`src/rtl/wseq_pkg.sv`:
```
package wseq_pkg;
  localparam int unsigned SMP_W  = 16;
  localparam int unsigned WORD_W = 2 * SMP_W;

  typedef struct packed {
    logic is_instr;
    logic eos;
  } rd_tag_t;

  typedef enum logic [1:0] {
    OUT_IDLE  = 2'd0,
    OUT_PRIME = 2'd1,
    OUT_RUN   = 2'd2,
    OUT_DONE  = 2'd3
  } out_state_e;
endpackage

```
`src/rtl/wseq_fifo.sv`:
```
module wseq_fifo #(
  parameter int unsigned W  = 8,
  parameter int unsigned AW = 2
) (
  input  logic          clk,
  input  logic          rst_n,
  input  logic          clr,
  input  logic          push,
  input  logic [W-1:0]  din,
  input  logic          pop,
  output logic [W-1:0]  dout,
  output logic          empty,
  output logic [AW:0]   cnt
);
  localparam int unsigned D = 1 << AW;

  logic [W-1:0] store_q [D];
  logic [AW:0]  wp_q, rp_q, wp_d, rp_d;

  always_comb begin
    wp_d = wp_q + (AW+1)'(push);
    rp_d = rp_q + (AW+1)'(pop);
    if (clr) begin
      wp_d = '0;
      rp_d = '0;
    end
  end

  always_ff @(posedge clk or negedge rst_n) begin
    if (!rst_n) begin
      wp_q <= '0;
      rp_q <= '0;
    end else begin
      wp_q <= wp_d;
      rp_q <= rp_d;
    end
  end

  always_ff @(posedge clk) begin
    if (push) store_q[wp_q[AW-1:0]] <= din;
  end

  assign dout  = store_q[rp_q[AW-1:0]];
  assign cnt   = wp_q - rp_q;
  assign empty = (cnt == '0);

  AST_FIFO_NO_OVERFLOW: assert property (@(posedge clk) disable iff (!rst_n)
    (!clr && push && !pop) |-> (cnt < (AW+1)'(D)));
  AST_FIFO_NO_UNDERFLOW: assert property (@(posedge clk) disable iff (!rst_n)
    (!clr && pop) |-> !empty);
endmodule

```
`src/rtl/wseq_fetch.sv`:
```
module wseq_fetch
  import wseq_pkg::*;
#(
  parameter int unsigned ADDR_W = 12,
  parameter int unsigned LEN_W  = 8,
  parameter int unsigned LOOP_W = 8,
  parameter int unsigned IF_AW  = 2,
  parameter int unsigned SF_AW  = 3
) (
  input  logic              clk,
  input  logic              rst_n,
  input  logic              start_i,
  input  logic [ADDR_W-1:0] base_i,
  output logic              mem_req_o,
  output logic [ADDR_W-1:0] mem_addr_o,
  input  logic              mem_rvalid_i,
  input  logic [WORD_W-1:0] mem_rdata_i,
  input  logic [SF_AW:0]    sf_cnt_i,
  output logic              sf_push_o,
  output logic              sf_eos_o,
  output logic              drained_o
);
  localparam int unsigned IF_D    = 1 << IF_AW;
  localparam int unsigned SF_D    = 1 << SF_AW;
  localparam int unsigned IW      = ADDR_W + LEN_W + LOOP_W + 1;
  localparam int unsigned TAG_AW  = ((IF_AW > SF_AW) ? IF_AW : SF_AW) + 1;
  localparam int unsigned LEN_LSB = ADDR_W;
  localparam int unsigned LP_LSB  = ADDR_W + LEN_W;
  localparam int unsigned EOS_BIT = WORD_W - 1;

  // run control
  logic act_q, act_d, end_q, end_d, fin_q, fin_d;
  logic [ADDR_W-1:0] ifa_q, ifa_d;
  logic [IF_AW:0] iout_q, iout_d;
  logic [SF_AW:0] sout_q, sout_d;
  // current segment
  logic              cv_q, cv_d, ceos_q, ceos_d;
  logic [ADDR_W-1:0] cadr_q, cadr_d;
  logic [LEN_W-1:0]  clen_q, clen_d, cidx_q, cidx_d;
  logic [LOOP_W-1:0] cloop_q, cloop_d;

  // instruction prefetch fifo
  logic          if_push, if_pop, if_empty;
  logic [IW-1:0] if_din, if_dout;
  logic [IF_AW:0] if_cnt;
  // read-order tag fifo
  rd_tag_t       tag_din, tag_dout;
  logic          tag_empty;
  logic [TAG_AW:0] tag_cnt;

  logic [IF_AW+1:0] i_sum;
  logic [SF_AW+1:0] s_sum;
  logic i_room, s_room, can_s, can_i, last_word, last_loop, s_fin, seq_end, need_load;
  logic rsp_instr, rsp_smp;
  logic [ADDR_W-1:0] ld_adr;
  logic [LEN_W-1:0]  ld_len;
  logic [LOOP_W-1:0] ld_loop;
  logic              ld_eos;

  wseq_fifo #(.W(IW), .AW(IF_AW)) u_ififo (
    .clk(clk), .rst_n(rst_n), .clr(start_i), .push(if_push), .din(if_din),
    .pop(if_pop), .dout(if_dout), .empty(if_empty), .cnt(if_cnt)
  );

  wseq_fifo #(.W($bits(rd_tag_t)), .AW(TAG_AW)) u_tfifo (
    .clk(clk), .rst_n(rst_n), .clr(start_i), .push(mem_req_o), .din(tag_din),
    .pop(mem_rvalid_i), .dout(tag_dout), .empty(tag_empty), .cnt(tag_cnt)
  );

  always_comb begin
    i_sum     = {1'b0, if_cnt} + {1'b0, iout_q};
    s_sum     = {1'b0, sf_cnt_i} + {1'b0, sout_q};
    i_room    = i_sum < (IF_AW+2)'(IF_D);
    s_room    = s_sum < (SF_AW+2)'(SF_D);
    can_s     = act_q && cv_q && s_room;
    can_i     = act_q && !end_q && !can_s && i_room;
    last_word = (cidx_q == clen_q);
    last_loop = (cloop_q <= LOOP_W'(1));
    s_fin     = can_s && last_word && last_loop;
    seq_end   = s_fin && ceos_q;
    need_load = act_q && !fin_q && (!cv_q || s_fin) && !seq_end && !if_empty;
    if_pop    = need_load;

    mem_req_o  = can_s || can_i;
    mem_addr_o = can_s ? (cadr_q + ADDR_W'(cidx_q)) : ifa_q;
    tag_din.is_instr = can_i;
    tag_din.eos      = seq_end;

    rsp_instr = mem_rvalid_i && tag_dout.is_instr;
    rsp_smp   = mem_rvalid_i && !tag_dout.is_instr;
    if_push   = rsp_instr && !end_q;
    if_din    = {mem_rdata_i[EOS_BIT], mem_rdata_i[LP_LSB +: LOOP_W],
                 mem_rdata_i[LEN_LSB +: LEN_W], mem_rdata_i[ADDR_W-1:0]};
    sf_push_o = rsp_smp;
    sf_eos_o  = tag_dout.eos;
    drained_o = fin_q && (sout_q == '0);

    ld_adr  = if_dout[ADDR_W-1:0];
    ld_len  = if_dout[ADDR_W +: LEN_W];
    ld_loop = if_dout[ADDR_W+LEN_W +: LOOP_W];
    ld_eos  = if_dout[IW-1];
  end

  // next state
  always_comb begin
    act_d = act_q; end_d = end_q; fin_d = fin_q; ifa_d = ifa_q;
    cv_d = cv_q; ceos_d = ceos_q; cadr_d = cadr_q; clen_d = clen_q;
    cidx_d = cidx_q; cloop_d = cloop_q;
    iout_d = iout_q + (IF_AW+1)'(can_i) - (IF_AW+1)'(rsp_instr);
    sout_d = sout_q + (SF_AW+1)'(can_s) - (SF_AW+1)'(rsp_smp);
    if (start_i) begin
      act_d = 1'b1; end_d = 1'b0; fin_d = 1'b0; ifa_d = base_i; cv_d = 1'b0;
    end else begin
      if (can_i) ifa_d = ifa_q + ADDR_W'(1);
      if (if_push && mem_rdata_i[EOS_BIT]) end_d = 1'b1;
      if (can_s) begin
        if (last_word) begin
          cidx_d = '0;
          if (last_loop) begin
            cv_d = 1'b0;
            if (ceos_q) fin_d = 1'b1;
          end else begin
            cloop_d = cloop_q - LOOP_W'(1);
          end
        end else begin
          cidx_d = cidx_q + LEN_W'(1);
        end
      end
      if (need_load) begin
        cv_d    = 1'b1;
        cadr_d  = ld_adr;
        clen_d  = ld_len;
        cidx_d  = '0;
        cloop_d = (ld_loop == '0) ? LOOP_W'(1) : ld_loop;
        ceos_d  = ld_eos;
      end
    end
  end

  always_ff @(posedge clk or negedge rst_n) begin
    if (!rst_n) begin
      act_q <= 1'b0; end_q <= 1'b0; fin_q <= 1'b0; ifa_q <= '0;
      iout_q <= '0; sout_q <= '0;
      cv_q <= 1'b0; ceos_q <= 1'b0; cadr_q <= '0; clen_q <= '0;
      cidx_q <= '0; cloop_q <= '0;
    end else begin
      act_q <= act_d; end_q <= end_d; fin_q <= fin_d; ifa_q <= ifa_d;
      iout_q <= iout_d; sout_q <= sout_d;
      cv_q <= cv_d; ceos_q <= ceos_d; cadr_q <= cadr_d; clen_q <= clen_d;
      cidx_q <= cidx_d; cloop_q <= cloop_d;
    end
  end

  AST_RSP_HAS_REQ: assert property (@(posedge clk) disable iff (!rst_n)
    mem_rvalid_i |-> (!tag_empty && tag_cnt != '0));
  AST_QUIET_AFTER_END: assert property (@(posedge clk) disable iff (!rst_n)
    (fin_q && !start_i) |-> !mem_req_o);
  AST_SMP_CREDIT: assert property (@(posedge clk) disable iff (!rst_n)
    s_sum <= (SF_AW+2)'(SF_D));
endmodule

```
`src/rtl/wseq_out.sv`:
```
module wseq_out
  import wseq_pkg::*;
#(
  parameter int unsigned SF_AW   = 3,
  parameter int unsigned PRIME_W = 4
) (
  input  logic              clk,
  input  logic              rst_n,
  input  logic              start_i,
  input  logic              sf_empty_i,
  input  logic [SF_AW:0]    sf_cnt_i,
  input  logic [WORD_W-1:0] sf_word_i,
  input  logic              sf_eos_i,
  input  logic              drained_i,
  output logic              sf_pop_o,
  output logic              smp_valid_o,
  output logic [SMP_W-1:0]  smp_o,
  output logic              busy_o,
  output logic              done_o,
  output logic              underflow_o
);
  out_state_e st_q, st_d;
  logic half_q, half_d, vld_q, vld_d, done_q, done_d, und_q, und_d, smp_en;
  logic [SMP_W-1:0] smp_q, smp_d;

  always_comb begin
    st_d = st_q; half_d = half_q; vld_d = 1'b0; done_d = done_q; und_d = und_q;
    smp_d = smp_q; smp_en = 1'b0; sf_pop_o = 1'b0;
    if (start_i) begin
      st_d = OUT_PRIME; half_d = 1'b0; done_d = 1'b0; und_d = 1'b0;
    end else begin
      unique case (st_q)
        OUT_PRIME: begin
          if (sf_cnt_i >= (SF_AW+1)'(PRIME_W) || (drained_i && !sf_empty_i))
            st_d = OUT_RUN;
        end
        OUT_RUN: begin
          if (!sf_empty_i) begin
            vld_d  = 1'b1;
            smp_en = 1'b1;
            smp_d  = half_q ? sf_word_i[WORD_W-1:SMP_W] : sf_word_i[SMP_W-1:0];
            half_d = !half_q;
            if (half_q) begin
              sf_pop_o = 1'b1;
              if (sf_eos_i) begin
                st_d   = OUT_DONE;
                done_d = 1'b1;
              end
            end
          end else begin
            und_d = 1'b1;
          end
        end
        default: ;
      endcase
    end
  end

  always_ff @(posedge clk or negedge rst_n) begin
    if (!rst_n) begin
      st_q <= OUT_IDLE; half_q <= 1'b0; vld_q <= 1'b0; done_q <= 1'b0; und_q <= 1'b0;
    end else begin
      st_q <= st_d; half_q <= half_d; vld_q <= vld_d; done_q <= done_d; und_q <= und_d;
    end
  end

  always_ff @(posedge clk or negedge rst_n) begin
    if (!rst_n)      smp_q <= '0;
    else if (smp_en) smp_q <= smp_d;
  end

  assign smp_valid_o = vld_q;
  assign smp_o       = smp_q;
  assign done_o      = done_q;
  assign underflow_o = und_q;
  assign busy_o      = (st_q == OUT_PRIME) || (st_q == OUT_RUN);

  AST_IDLE_SILENT: assert property (@(posedge clk) disable iff (!rst_n)
    (!busy_o && !done_o) |-> !smp_valid_o);
  AST_DONE_NOT_BUSY: assert property (@(posedge clk) disable iff (!rst_n)
    done_o |-> !busy_o);
  AST_HOLD_AFTER_DONE: assert property (@(posedge clk) disable iff (!rst_n)
    (done_o && $past(done_o)) |-> (!smp_valid_o && $stable(smp_o)));
  AST_GAP_FLAGGED: assert property (@(posedge clk) disable iff (!rst_n)
    ($past(smp_valid_o) && !smp_valid_o && !done_o) |-> underflow_o);
endmodule

```
`src/rtl/wave_seq_engine.sv`:
```
module wave_seq_engine
  import wseq_pkg::*;
#(
  parameter int unsigned ADDR_W  = 12,
  parameter int unsigned LEN_W   = 8,
  parameter int unsigned LOOP_W  = 8,
  parameter int unsigned IF_AW   = 2,
  parameter int unsigned SF_AW   = 3,
  parameter int unsigned PRIME_W = 4
) (
  input  logic              clk,
  input  logic              rst_n,
  input  logic              start_i,
  input  logic [ADDR_W-1:0] base_i,
  output logic              mem_req_o,
  output logic [ADDR_W-1:0] mem_addr_o,
  input  logic              mem_rvalid_i,
  input  logic [31:0]       mem_rdata_i,
  output logic              smp_valid_o,
  output logic [15:0]       smp_o,
  output logic              busy_o,
  output logic              done_o,
  output logic              underflow_o
);
  logic [1:0] rst_sync_q;
  logic       rst_sn;
  logic       start_ok;
  logic       sf_push, sf_eos, sf_pop, sf_empty, drained;
  logic [WORD_W:0] sf_dout;
  logic [SF_AW:0]  sf_cnt;

  // asynchronous assertion, synchronous release
  always_ff @(posedge clk or negedge rst_n) begin
    if (!rst_n) rst_sync_q <= 2'b00;
    else        rst_sync_q <= {rst_sync_q[0], 1'b1};
  end
  assign rst_sn   = rst_sync_q[1];
  assign start_ok = start_i && !busy_o;

  wseq_fetch #(
    .ADDR_W(ADDR_W), .LEN_W(LEN_W), .LOOP_W(LOOP_W), .IF_AW(IF_AW), .SF_AW(SF_AW)
  ) u_fetch (
    .clk(clk), .rst_n(rst_sn), .start_i(start_ok), .base_i(base_i),
    .mem_req_o(mem_req_o), .mem_addr_o(mem_addr_o),
    .mem_rvalid_i(mem_rvalid_i), .mem_rdata_i(mem_rdata_i),
    .sf_cnt_i(sf_cnt), .sf_push_o(sf_push), .sf_eos_o(sf_eos), .drained_o(drained)
  );

  wseq_fifo #(.W(WORD_W+1), .AW(SF_AW)) u_sfifo (
    .clk(clk), .rst_n(rst_sn), .clr(start_ok), .push(sf_push),
    .din({sf_eos, mem_rdata_i}), .pop(sf_pop), .dout(sf_dout),
    .empty(sf_empty), .cnt(sf_cnt)
  );

  wseq_out #(.SF_AW(SF_AW), .PRIME_W(PRIME_W)) u_out (
    .clk(clk), .rst_n(rst_sn), .start_i(start_ok),
    .sf_empty_i(sf_empty), .sf_cnt_i(sf_cnt), .sf_word_i(sf_dout[WORD_W-1:0]),
    .sf_eos_i(sf_dout[WORD_W]), .drained_i(drained), .sf_pop_o(sf_pop),
    .smp_valid_o(smp_valid_o), .smp_o(smp_o), .busy_o(busy_o),
    .done_o(done_o), .underflow_o(underflow_o)
  );

  AST_BUSY_START_IGNORED: assert property (@(posedge clk) disable iff (!rst_sn)
    (start_i && busy_o && !done_o) |=> !done_o || smp_valid_o);
endmodule

```
`config.mk`:
```
export PLATFORM = sky130hd
export DESIGN_NAME = wave_seq_engine
export DESIGN_NICKNAME = d
export VERILOG_FILES = /design/src/rtl/wseq_pkg.sv /design/src/rtl/wseq_fifo.sv /design/src/rtl/wseq_fetch.sv /design/src/rtl/wseq_out.sv /design/src/rtl/wave_seq_engine.sv
export SDC_FILE = /design/constraint.sdc
export NUM_CORES = 1
export LEC_CHECK = 0
export ABC_AREA = 1
export BUFFER_PORTS_ARGS = -buffer_cell sky130_fd_sc_hd__clkbuf_2
export CAP_MARGIN = 10
export CORE_ASPECT_RATIO = 0.6
export CORE_MARGIN = 2
export CORE_UTILIZATION = 50
export DETAILED_ROUTE_END_ITERATION = 10
export HOLD_SLACK_MARGIN = 0.08
export PLACE_DENSITY = 0.73
export SETUP_SLACK_MARGIN = 0.5
export SLEW_MARGIN = 30
export SYNTH_ARGS = -nofsm -noshare
export SYNTH_HDL_FRONTEND = slang
export SYNTH_SLANG_ARGS = --single-unit
```
`constraint.sdc`:
```
create_clock -name clk -period 3.7 [get_ports clk]
set_clock_uncertainty 0.15 [all_clocks]
set_input_delay 0.37 -clock clk [delete_from_list [all_inputs] [get_ports clk]]
set_output_delay 0.37 -clock clk [all_outputs]
set_load 0.02 [all_outputs]
```
# Yosys cells after proc, flatten, opt, wreduce, memory -nomap -nowiden
# Memories as Yosys holds them, arrays and structs flattened.
# Index checks and enable logic that the tools add are counted.
# Widths: inputs -> output; s select.
[word_totals]
reg_bits = 108
ramBits = 412
inputBits = 48
memories = 3
[op_classes]
n_addsub = 18
order_cmp = 4
eq_ne = 9
mux = 60
bitwise_logic = 2
reduce_logical = 63
[mem_list]
columns = ["name", "depth", "word_bits", "rd", "rd_clocked_by_memory_dff", "wr", "line_no", "text"]
rows = [
  ["u_sfifo.store_q", 8, 33, 1, 0, 1, "wseq_fifo.sv:17", "logic [W-1:0] store_q [D];"],
  ["u_fetch.u_ififo.store_q", 4, 29, 1, 0, 1, "wseq_fifo.sv:17", ""],
  ["u_fetch.u_tfifo.store_q", 16, 2, 1, 0, 1, "wseq_fifo.sv:17", ""],
]
[op_table]
columns = ["operator", "count"]
rows = [
  ["$mux 8", 8],
  ["$mux 1", 36],
  ["$mux 12", 3],
  ["$reduce_bool 2->1", 12],
  ["$logic_and 1x1->1", 19],
  ["$mux 16", 1],
  ["$reduce_and 4->1", 4],
  ["$add 12x1->12 const B", 1],
  ["$add 12x8->12", 1],
  ["$add 4x1->4", 3],
  ["$reduce_bool 3->1", 4],
  ["$add 5x1->5", 2],
  ["$logic_not 1->1", 10],
  ["$mux 2", 5],
  ["$mux 5", 2],
  ["$add 3x1->3", 3],
  ["$add 8x1->8 const B", 1],
  ["$eq 8x8->1", 1],
  ["$le 8x1->1 const B", 1],
  ["$logic_not 4->1", 2],
  ["$logic_not 8->1", 1],
  ["$mux 4", 2],
  ["$reduce_and 2->1", 4],
  ["$sub 8x1->8 const B", 1],
  ["other kinds (21)", 29],
]

# Logic depth before layout (Yosys ltp)
# Gate-level depths: netlist of run 1.
[logic_depth]
depth_word = 12
depth_mapped = 25
depth_no_buf = 21

# Hierarchy
# A second synthesis of run 1 with hierarchy kept.
[hier_totals]
hier_cells = 2525
area_unflattened_um2 = 24596.1
[modules_own_cells]
columns = ["module", "instances", "cells_each", "area_per_inst_um2", "seq_area_each_um2"]
rows = [
  ["wseq_fifo at u_sfifo", 1, 1217, 12080.3, 8127.8],
  ["wseq_fifo at u_fetch.u_ififo", 1, 382, 5033.6, 3633.5],
  ["wseq_fetch", 1, 562, 4066.4, 1501.4],
  ["wseq_fifo at u_fetch.u_tfifo", 1, 226, 2150.8, 1211.2],
  ["wseq_out", 1, 133, 1201.2, 550.5],
  ["wave_seq_engine", 1, 5, 63.8, 50.0],
]

# Worst setup path after synthesis of run 1
# No wires, ideal clock.
[synth_timing]
kind = "register -> register"
from = "register u_sfifo.rp_q[2]"
to = "register u_fetch.sout_q[2]"
setup_ns = 0.123
arrival_ns = 3.695
t_required_ns = 3.427
path_slack_ns = -0.267
path_stages_with_launch = 21
path_buffers = 4
period_less_slack_ns = 3.967
path_cell_list = "dfrtp_1 > clkbuf_1 > inv_1 > clkbuf_1 > clkbuf_1 > ha_1 > a21oi_1 > nand2_1 > xnor2_1 > inv_1 > ha_1 > nor2_1 > nand2_1 > nor2_1 > nand2_2 > inv_2 > buf_1 > ha_1 > inv_1 > fa_1 > xnor2_1"
[synth_via]
elab_chain_len = 6
[synth_lines]
columns = ["item", "line_no", "text"]
rows = [
  ["start, declared", "wseq_fifo.sv:18", "logic [AW:0] wp_q, rp_q, wp_d, rp_d;"],
  ["start signal, assigned", "wseq_fifo.sv:35", "rp_q <= rp_d;"],
  ["$sub 4x4->4", "wseq_fifo.sv:44", "assign cnt = wp_q - rp_q;"],
  ["$add 4x4->5", "wseq_fetch.sv:72", "s_sum = {1'b0, sf_cnt_i} + {1'b0, sout_q};"],
  ["$lt 5x4->1", "wseq_fetch.sv:74", "s_room = s_sum < (SF_AW+2)'(SF_D);"],
  ["$logic_and 1x1->1", "wseq_fetch.sv:75", "can_s = act_q && cv_q && s_room;"],
  ["$add 4x1->4", "wseq_fetch.sv:110", "sout_d = sout_q + (SF_AW+1)'(can_s) - (SF_AW+1)'(rsp_smp);"],
  ["$sub 4x1->4", "wseq_fetch.sv:110", ""],
  ["net u_fetch.sout_d[2]", "wseq_fetch.sv:35", "logic [SF_AW:0] sout_q, sout_d;"],
  ["end signal, assigned", "wseq_fetch.sv:148", "iout_q <= iout_d; sout_q <= sout_d;"],
  ["end, declared", "wseq_fetch.sv:35", ""],
]
# The timed path passes the listed nets, and every way through them passes these cells.
# A chain may end at the register's enable or synchronous reset.

# Worst setup path in the final report of run 1
[layout_timing]
from = "register u_sfifo.rp_q[2]"
to = "output mem_addr_o[5]"
[layout_via]
elab_chain_len = 5
[layout_lines]
columns = ["item", "line_no", "text"]
rows = [
  ["$sub 4x4->4", "wseq_fifo.sv:44", ""],
  ["$add 4x4->5", "wseq_fetch.sv:72", ""],
  ["$lt 5x4->1", "wseq_fetch.sv:74", ""],
  ["$logic_and 1x1->1", "wseq_fetch.sv:75", ""],
  ["$mux 12", "wseq_fetch.sv:85", "mem_addr_o = can_s ? (cadr_q + ADDR_W'(cidx_q)) : ifa_q;"],
  ["end, declared", "wave_seq_engine.sv:16", "output logic [ADDR_W-1:0] mem_addr_o,"],
]
# Every way passes these cells.

==> impl_metrics.yaml, run 1 <==
sta:
  worstMarginPinSlew_ns: 0.789
  post-route-period-util_pct: 94.1
  max_slew_margin_pct: 47.4
  final_hold_viol_count: 0
  worst_hold_slack_ns: 0.0988
  fmax_mhz: 287
  fin_crit_ns: 3.48
  rsz0062_at_grt: "yes"
  setup_viol: 0
  slew_viol_final: 0
clock_network:
  cts_tree: "done"
  htreeDepth: 2
  cts_max_path_buffers: 3
  cts_made_buffers: 46
  clock_sinks: 518
  cts.clk_slew.worst_paths_ns: 0.06
  ctsRootBufferMaster: "clkbuf_16"
  insertion_delay_ns: 0.56
synthesis:
  netlist_area_sq_um: 22100
  synthArstFlopShare_pct: 20.5
  synth-edff-count: 412
  synth.yosys.seq_area_share_pct: 68.0
  synth_area_leaders: "edfxtp_1, dfrtp_1, o21ai_0"
  synth-seq-cells: 518
  syn_nets: 1979
  ys_types: 46
  netlist_instances: 1884
  yosys_warnings: 0
  synth_area_per_cell_sq_um: 11.7
  synth.top_cell.area_share_pct: 56.0
  synthFlopType: "edfxtp_1"
  yosysTopAreaCell: "edfxtp_1"
hold_path:
  hold_class: "in -> reg"
  hold_end: "u_sfifo.store_q[5][14]$_DFFE_PP_"
  worst_hold_path.num_cells: 1
  worstHoldStart: "mem_rdata_i[14]"
worst_setup_path:
  timing.critical_path.buf_inv: 4
  max_stage_delay_ns: 0.41
  critPathLaunchType: "flip-flop"
  crit_top_cell: "a21oi_2"
  ff2ff_path_depth: 21
  slowest_stage: "dfrtp_2"
  crit_chain: "inv_2 -> ha_4 -> a21oi_2 -> nand2_1 -> xnor2_2 -> inv_1 -> ha_1 -> nor2_1 -> nand2_2 -> nor2_4 -> nand2_4 -> buf_6 -> a21oi_2 -> o21ai_1 -> o21a_1 -> clkbuf_8"
  crit_required_ns: 3.18
  critPathMaxFanout: 7
  timing.rr.end: "u_fetch.ceos_q$_DFFE_PN0P_"
  critPathLaunch: "u_sfifo.rp_q[2]$_DFF_PN0_"
  crit_family: "simple AND/OR/NAND/NOR gates"
  critPathCaptureType: "output pin"
  worstReg2RegStart: "u_sfifo.rp_q[2]$_DFF_PN0_"
  criticalPathCategory: "reg -> out"
  arrival_ns: 2.96
  r2r_slack_ns: 0.48
global_routing:
  grt_max_degree: 103
  gr-total-overflow: 0
  grt_pass1_wl_mm: 83.0
  track_usage_pct: 23.2
  antenna_found_initial: 3
  grt_pass1_vias: 14600
floorplan:
  fp.dieW_um: 275
  core-area_sq_um: 43500
  die_h_um: 167
  start_util_pct: 50.8
  die_area_sq_um: 45900
  placementRows: 59
  ioPinCount: 81
route:
  drtAntennaViolNets: 0
  drt_wl_total_mm: 54.9
  vias_per_cell: 5.82
  avgRoutedWirePerCell_um: 20.6
  drt-pass1-iter-count: 8
  dr_total_vias: 15500
  drc_errors: 0
  drt_iter0_drc: 1855
power_and_ir_drop:
  p_total_uw: 22700
  p_leak_uw: 0.00977
  power_density_nw_per_um2: 871
  irDropWorstVdd_uv: 528
finish:
  drive_gt1_share_pct: 16.6
  syn2layout_area_growth_pct: 18.0
  final_nets: 2140
  nFillCells: 3318
placement:
  hpwl_mm: 31.7
  io_buffers: 80
  routabilityCongestion: 0.873
run:
  cap_violations: 0
run_status:
  status: "complete, no violations"
## synth_stat cells, drive strengths merged (5+ instances only)
cell,n
a31oi,5
a21oi,27
o21a,18
nand3,100
xor2,12
edfxtp,412
or2,5
xnor2,17
nor2,259
nand4,26
o221ai,44
nand2,238
o21ai,239
inv,133
clkbuf,66
dfrtp,106
o22ai,41
fa,5
buf,30
o211ai,32
ha,42
nor3,11
## cells in the final DEF, fill, tap and decap left out, drive strengths merged, types with 11 or more instances in the layout
master | synthesis | routed
o21ai | 239 | 239
buf | 30 | 86
nand2 | 238 | 238
clkbuf | 66 | 133
o21a | 18 | 18
edfxtp | 412 | 412
a21oi | 27 | 27
xnor2 | 17 | 17
o221ai | 44 | 44
nor2 | 259 | 259
dfrtp | 106 | 106
ha | 42 | 42
inv | 133 | 134
nor3 | 11 | 11
o22ai | 41 | 41
nand4 | 26 | 26
xor2 | 12 | 12
clkinv | 1 | 28
nand3 | 100 | 100
dlygate4sd3 | 0 | 41
o211ai | 32 | 32
## area by class of cell
class                      instances  area (sq um)  area share [%]
multi-input combinational       1136          6470            24.8
timing repair buffer             202          1740            6.68
inverter                         134           543            2.08
sequential                       518         15000            57.7
tap                              579           724            2.78
antenna                            3          7.51          0.0288
clock inverter                    25           173           0.663
clock buffer                      59          1260            4.84
timing repair inverter             7          95.1           0.365
## timing repair
action	in CTS	in global routing
gates cloned	1	7
pin swaps	16	19
endpoints found under the hold margin	326	0
hold buffers	41	0
endpoints found under the setup margin	62	71
gates resized for setup	56	67
setup buffers	20	23
## how the worst max path moves through the flow
stage                                               to  slack (ns)  cells after the start
6_report                                 mem_addr_o[5]        0.22                     16
3_3_place_gp         u_fetch.u_ififo.rp_q[2]$_DFF_PN0_        0.43                     19
5_1_grt                                  mem_addr_o[5]        0.05                     16
3_5_place_dp         u_fetch.u_ififo.rp_q[2]$_DFF_PN0_        0.26                     19
2_1_floorplan  u_fetch.u_ififo.store_q[2][0]$_DFFE_PP_       -0.22                     11
4_1_cts                                  mem_addr_o[9]        0.24                     12
## worst register-to-register path, stage by stage, from the launching register on
cell	delay [ns]
dfrtp_2	0.41
inv_2	0.09
ha_4	0.21
a21oi_2	0.10
nand2_1	0.08
xnor2_2	0.15
inv_1	0.06
ha_1	0.26
nor2_1	0.13
nand2_2	0.09
nor2_4	0.11
nand2_4	0.09
buf_4	0.15
buf_6	0.11
nor2_4	0.09
nand2_4	0.08
nand2_8	0.10
nand4_4	0.20
buf_12	0.25
clkinv_8	0.08
nand2_1	0.06
o21ai_1	0.10
## per-layer routing
layer  routed length (um)  vias to the layer above  global-route usage [%]
li1                     -                     7050                       -
met1                24200                     7593                    35.8
met2                24600                      724                    34.5
met3                 4780                      128                    3.65
met4                 1320                        0                    5.52
met5                    0                        -                       0
## cells by family (layout without fill, tap and decap cells)
| group | Yosys count | count (layout) | synth area share [%] |
|---|---|---|---|
| buffers and inverters | 230 | 427 | 4.24 |
| multiplexers | 4 | 4 | 0.181 |
| adder cells (fa/ha/maj) | 47 | 47 | 2.83 |
| XOR/XNOR | 29 | 29 | 1.15 |
| other | 1 | 4 | 0.0170 |
| AND/OR/NAND/NOR | 640 | 640 | 12.3 |
| flip-flops | 518 | 518 | 68.0 |
| AO/OA/AOI/OAI | 415 | 415 | 11.3 |
## registers in the layout (all words and copies together) (netlist names), 2 cells and up
| signal | cells |
|---|---|
| u_sfifo.store_q | 264 |
| u_fetch.u_ififo.store_q | 116 |
| u_fetch.u_tfifo.store_q | 32 |
| u_out.smp_o | 16 |
| u_fetch.cadr_q | 12 |
| u_fetch.ifa_q | 12 |
| u_fetch.cidx_q | 8 |
| u_fetch.clen_q | 8 |
| u_fetch.cloop_q | 8 |
| u_fetch.sout_q | 4 |
| u_fetch.u_tfifo.rp_q | 4 |
| u_fetch.u_tfifo.wp_q | 4 |
| u_sfifo.rp_q | 4 |
| u_sfifo.wp_q | 4 |
| u_fetch.iout_q | 3 |
| u_fetch.u_ififo.rp_q | 3 |
| u_fetch.u_ififo.wp_q | 3 |
| rst_sync_q | 2 |
| u_out.st_q | 2 |
## stage by stage
stage               setup WS, ns  util (%)  std cells  area, sq um  TNS (ns)
finish                     0.217      59.9       2663        26100         0
CTS                        0.241      58.9       2630        25600         0
global placement           0.430      53.8       2484        23400         0
detailed placement         0.258      53.8       2484        23400         0
global route              0.0464      59.9       2663        26100         0
floorplan                 -0.220         -       1884        22300    -12.73
## report_power, final
| part | switching [uW] | total, uW | internal, uW | leakage [uW] |
|---|---|---|---|---|
| sequential | 604 | 8070 | 7470 | 0.00504 |
| combinational | 6260 | 9980 | 3720 | 0.00401 |
| clock | 2100 | 4650 | 2550 | 0.000717 |
No activity file was read; power rests on OpenSTA's default activity.
==> run 2: changes to the inputs <==
--- a/config.mk
+++ b/config.mk
@@ -15,5 +15,4 @@
 export HOLD_SLACK_MARGIN = 0.08
 export PLACE_DENSITY = 0.73
-export SETUP_SLACK_MARGIN = 0.5
 export SLEW_MARGIN = 30
 export SYNTH_ARGS = -nofsm -noshare
==> constraint.sdc (replaced) <==
create_clock -name clk -period 3.7 [get_ports clk]
set_clock_uncertainty 0.15 [all_clocks]
set_input_delay 0.185 -clock clk [delete_from_list [all_inputs] [get_ports clk]]
set_output_delay 0.185 -clock clk [all_outputs]
set_load 0.02 [all_outputs]
==> run 2 against run 1 <==
Flip-flop and latch count is the same. Non-clock buffer count shrank 31. Sequential share of layout area increased by 1.3 points. Routed wire length fell by 2.8%. First-iteration DRC count fell by 6.0%. Count of clock-buffer cells in the layout unchanged. Total power down 6.7%. Core utilization shrank 1.3 points. Maximum frequency fell by 2.1%. Critical path depth decreased by 1. Combinational power is 19% lower. Die area unchanged.
==> impl_metrics.yaml, run 2 (synthesized netlist as in run 1, its figures left out) <==
route:
  drt-pass1-iter-count: 5
  drt_iter0_drc: 1744
  avgRoutedWirePerCell_um: 20.3
  dr_total_vias: 15200
  drt_wl_total_mm: 53.4
  drc_errors: 0
  drtAntennaViolNets: 0
  vias_per_cell: 5.78
clock_network:
  clock_sinks: 518
  insertion_delay_ns: 0.60
  ctsRootBufferMaster: "clkbuf_16"
  cts_made_buffers: 47
  cts_tree: "done"
  cts.clk_slew.worst_paths_ns: 0.07
  cts_max_path_buffers: 3
  htreeDepth: 2
power_and_ir_drop:
  clkPwrFrac_pct: 23.7
  comb_power_share_pct: 38.1
  power_density_nw_per_um2: 831
  power.share.switching_pct: 39.0
  p_switching_uw: 8270
  pwr-share-seq_pct: 38.1
  p_int_uw: 12900
  p_leak_uw: 0.00956
  irDropWorstVdd_uv: 481
sta:
  setup_viol: 0
  post-route-period-util_pct: 96.1
  max_slew_margin_pct: 42.4
  worstMarginPinSlew_ns: 0.863
  fmax_mhz: 281
  worst_hold_slack_ns: 0.174
  fin_tns_setup_ns: 0
  fin_crit_ns: 3.56
  final_hold_viol_count: 0
  slew_viol_final: 0
run_status:
  status: "complete, no violations"
finish:
  drive_gt1_share_pct: 12.7
  final_cell_mix: "edfxtp_1, nor2_1, nand2_1, o21ai_0, inv_1"
  num_antenna_cells: 0
  mostFrequentLayoutCell: "edfxtp_1"
  largest_reg_flops: 264
  syn2layout_area_growth_pct: 15.4
  nFillCells: 3392
  postLayoutCoreUtil_pct: 58.6
  final_nets: 2103
global_routing:
  grt_pass1_vias: 14600
  grt_max_degree: 114
  track_usage_pct: 23.3
  antenna_found_initial: 1
  gr-total-overflow: 0
  grt_pass1_wl_mm: 82.8
floorplan:
  placementRows: 59
  core-area_sq_um: 43500
  fp.dieW_um: 275
  ioPinCount: 81
  start_util_pct: 50.8
  die_h_um: 167
  die_area_sq_um: 45900
worst_setup_path:
  arrival_ns: 3.22
  ff2ff_path_depth: 14
  critPathCaptureType: "output pin"
  crit_top_cell: "ha_1"
  crit_required_ns: 3.37
  slowest_stage: "dfrtp_2"
  critPathLaunchType: "flip-flop"
  crit_chain: "ha_1 -> a21oi_4 -> nand2_2 -> xnor2_2 -> inv_1 -> ha_1 -> nor2_1 -> nand2_1 -> nor2_2 -> nand2_4 -> buf_8 -> a21oi_1 -> o21ai_1 -> o21a_1 -> buf_2"
  criticalPathCategory: "reg -> out"
  critPathMaxFanout: 6
  max_stage_delay_ns: 0.46
run:
  cap_violations: 0
placement:
  routabilityCongestion: 0.856
  hpwl_mm: 31.4
  io_buffers: 80
hold_path:
  hold_class: "reg -> async"
run 2: cell types whose count changed in the layout (fill, tap and decap cells not counted), moves of 6 or more:
cell           before  now
clkbuf_8            9    2
inv_1             114  121
o21ai_1            19   12
nand2_1           224  233
o21ai_0           203  217
buf_4              58   28
o21ai_2            17   10
clkbuf_2           67   79
nor2_4             15    9
dlygate4sd3_1      41   49
nand2_2             9    2
buf_6              12    1
run 2: cell type report:
class / count / area, sq um / share of cell area [%]
Clock buffer: 59 / 1240 / 4.87
Clock inverter: 27 / 343 / 1.34
Inverter: 134 / 512 / 2.01
Multi-Input combinational cell: 1136 / 6260 / 24.6
Sequential cell: 518 / 15000 / 59.0
Tap cell: 579 / 724 / 2.84
Timing Repair Buffer: 171 / 1370 / 5.38
run 2: path summary, 6_finish.rpt:
path / from / endpoint / slack [ns]
max reg2reg: u_sfifo.rp_q[0]$_DFF_PN0_ / u_fetch.ifa_q[7]$_DFFE_PN0P_ / 0.19
min in group clk: rst_sync_q[0]$_DFF_PN0_ / rst_sync_q[1]$_DFF_PN0_ / 0.20
max in group asynchronous: rst_sync_q[1]$_DFF_PN0_ / u_sfifo.wp_q[1]$_DFF_PN0_ / 2.40
min: rst_sync_q[1]$_DFF_PN0_ / u_fetch.cidx_q[4]$_DFFE_PN0P_ / 0.17
min reg2reg: rst_sync_q[1]$_DFF_PN0_ / u_fetch.cidx_q[4]$_DFFE_PN0P_ / 0.17
max: u_sfifo.wp_q[1]$_DFF_PN0_ / mem_addr_o[5] / 0.14
run 2: repair_timing:
action / in CTS / in global routing
resized for setup: 1 / 19
hold endpoints to repair: 397 / 0
hold buffers: 49 / 0
setup endpoints to repair: 6 / 15
pin swaps: 0 / 5
buffers inserted: 0 / 4
gates cloned: 0 / 1
run 2: power groups by stage:
stage	clock [uW]	combinational, uW	sequential [uW]
2_1_floorplan	0	5390	8090
3_3_place_gp	0	7410	8130
3_5_place_dp	0	7680	8170
4_1_cts	5080	7780	8060
5_1_grt	5320	8960	8170
6_report	5030	8080	8080
run 2: per-layer routing:
layer  wire length, um  up-vias  global-route usage, %
li1                  -     6974                      -
met1             23500     7420                   35.3
met2             24200      669                   34.6
met3              4600       98                   4.56
met4              1070        2                   6.04
met5                13        -                      0
run 2: metrics by stage:
stage	cell area, sq um	worst slack [ns]	power (uW)	std cells
3_5_place_dp	23300	0.252	15800	2484
5_1_grt	25500	-0.0114	22400	2624
4_1_cts	25400	0.00212	20900	2618
6_report	25500	0.144	21200	2624
3_3_place_gp	23300	0.383	15500	2484
2_1_floorplan	22100	-0.220	13500	1884
run 2: worst max-delay path, delay by kind of cell, from the launching register on:
kind	cells	cell delay (ns)
AND/OR/NAND/NOR	5	0.53
AO/OA/AOI/OAI	4	0.48
flip-flops	1	0.46
XOR/XNOR	1	0.23
buffers and inverters	3	0.39
adder cells (fa/ha/maj)	2	0.54
==> run 3: changes to the inputs <==
Settings changed: PLACE_DENSITY 0.73 to 0.71.
Clock period 3.7 ns to 3.9 ns, I/O delays scaled along.
==> run 3 against run 2 <==
Count of clock-buffer cells in the layout up 7. Non-clock buffer count down 6. Die area unchanged. Hold slack better by 0.033 ns. Sequential share of layout area up 0.52 points. Flip-flop and latch count unchanged. Register-to-register slack better by 0.24 ns. Cell count down 0.19%. Largest cell class unchanged.
==> impl_metrics.yaml, run 3 (synthesized netlist as in run 1, its figures left out) <==
sta:
  max_slew_margin_pct: 40.7
  fmax_mhz: 271
  final_hold_viol_count: 0
  fin_crit_ns: 3.69
  setup_viol: 0
  worst_hold_slack_ns: 0.207
  worstMarginPinSlew_ns: 0.890
  slew_viol_final: 0
  post-route-period-util_pct: 94.7
clock_network:
  cts_tree: "done"
  htreeDepth: 2
  ctsRootBufferMaster: "clkbuf_16"
  clock_sinks: 518
  cts.clk_slew.worst_paths_ns: 0.06
  cts_made_buffers: 46
  insertion_delay_ns: 0.58
  cts_max_path_buffers: 3
finish:
  largest_reg_flops: 264
  mostFrequentLayoutCell: "edfxtp_1"
  final_cell_mix: "edfxtp_1, nor2_1, nand2_1, o21ai_0, inv_1"
  syn2layout_area_growth_pct: 14.4
  register_area_sq_um: 15000
  multiInputGateArea_sq_um: 6220
  layoutNonFillerInstCount: 2619
  final_nets: 2096
  drive_gt1_share_pct: 11.7
  nFillCells: 3412
global_routing:
  grt_max_degree: 110
  grt_pass1_vias: 14600
  antenna_found_initial: 3
  gr-total-overflow: 0
  track_usage_pct: 23.5
  grt_pass1_wl_mm: 83.8
floorplan:
  ioPinCount: 81
  core-area_sq_um: 43500
  fp.dieW_um: 275
  placementRows: 59
  start_util_pct: 50.8
  die_h_um: 167
  die_area_sq_um: 45900
route:
  avgRoutedWirePerCell_um: 20.2
  vias_per_cell: 5.73
  drt_wl_total_mm: 53.0
  dr_total_vias: 15000
  drt-pass1-iter-count: 7
  drc_errors: 0
  drtAntennaViolNets: 0
  drt_iter0_drc: 1689
placement:
  routabilityCongestion: 0.884
  dp_cells: 2484
  hpwl_mm: 31.4
  io_buffers: 80
worst_setup_path:
  critPathLaunchType: "flip-flop"
  critPathCaptureType: "output pin"
  crit_required_ns: 3.56
  criticalPathCategory: "reg -> out"
  critPathMaxFanout: 15
  arrival_ns: 3.35
power_and_ir_drop:
  irDropWorstVdd_uv: 459
  p_leak_uw: 0.00947
  power_density_nw_per_um2: 774
run:
  cap_violations: 0
run_status:
  status: "complete, no violations"
hold_path:
  hold_class: "reg -> reg"
## run 3: changes by cell type in the layout (fill, tap and decap cells not counted), moves of 3 or more
cell / delta
o21ai_0: +3
o21ai_1: -3
bufinv_16: -3
clkbuf_1: +4
clkbuf_8: +4
clkinv_2: -3
## run 3: through the flow
stage | TNS [ns] | cell area [sq um] | power [uW] | utilization [%] | worst slack [ns]
final | 0 | 25300 | 19600 | 58.1 | 0.206
after global routing | -0.00163 | 25300 | 20800 | 58.1 | -0.00163
after CTS | 0 | 25200 | 19600 | 58.1 | 0.128
after detailed placement | 0 | 23300 | 15000 | 53.5 | 0.470
after global placement | 0 | 23300 | 14800 | 53.5 | 0.524
after floorplan | -1.13 | 22100 | 12800 | - | -0.0196
## run 3: cell type report
cell class,instances,share of cell area [%]
Tap cell,579,2.87
Sequential cell,518,59.5
Clock buffer,66,5.09
Timing Repair Buffer,165,5.06
Antenna cell,2,0.0198
Inverter,134,2.01
Clock inverter,19,0.817
Multi-Input combinational cell,1136,24.6
## run 3: critical path, stage by stage, from the launching register on
cell and delay (ns):
dfrtp_1 0.43, ha_1 0.35, a21oi_1 0.15, nand2_1 0.12
xnor2_2 0.23, inv_1 0.08, ha_1 0.29, nor2_1 0.11
nand2_1 0.06, nor2_1 0.11, nand2_2 0.10, inv_2 0.14
buf_6 0.18, o21ai_0 0.14, o21ai_0 0.10, clkbuf_2 0.19
## run 3: routing by layer
| layer | up-vias | routed length (um) | track usage, % |
|---|---|---|---|
| li1 | 6966 | - | - |
| met1 | 7342 | 24300 | 36.1 |
| met2 | 608 | 23400 | 34.8 |
| met3 | 87 | 4240 | 4.31 |
| met4 | 2 | 928 | 5.48 |
| met5 | - | 7 | 0 |
## run 3: where the power goes
group / switching, uW / internal, uW / total (uW)
Clock: 2010 / 2520 / 4530
Sequential: 576 / 7080 / 7660
Combinational: 5060 / 2320 / 7390
Total: 7650 / 11900 / 19600
## run 3: path summary, 6_finish.rpt
check,from,end,slack [ns],cells after the start
setup reg to reg,u_sfifo.wp_q[2]$_DFF_PN0_,u_fetch.u_ififo.rp_q[2]$_DFF_PN0_,0.43,18
setup / recovery,u_sfifo.wp_q[2]$_DFF_PN0_,mem_addr_o[2],0.21,15
max in group asynchronous,rst_sync_q[1]$_DFF_PN0_,u_sfifo.rp_q[2]$_DFF_PN0_,2.47,1
hold reg to reg,rst_sync_q[0]$_DFF_PN0_,rst_sync_q[1]$_DFF_PN0_,0.21,0
hold / removal,rst_sync_q[0]$_DFF_PN0_,rst_sync_q[1]$_DFF_PN0_,0.21,0
min in group asynchronous,rst_sync_q[1]$_DFF_PN0_,u_fetch.cidx_q[5]$_DFFE_PN0P_,0.31,0
## run 3: repair_timing
action | CTS | global route
endpoints found under the hold margin | 395 | 0
gates resized for setup | 0 | 3
setup endpoints to repair | 0 | 5
buffers inserted | 0 | 0
hold buffers | 48 | 0
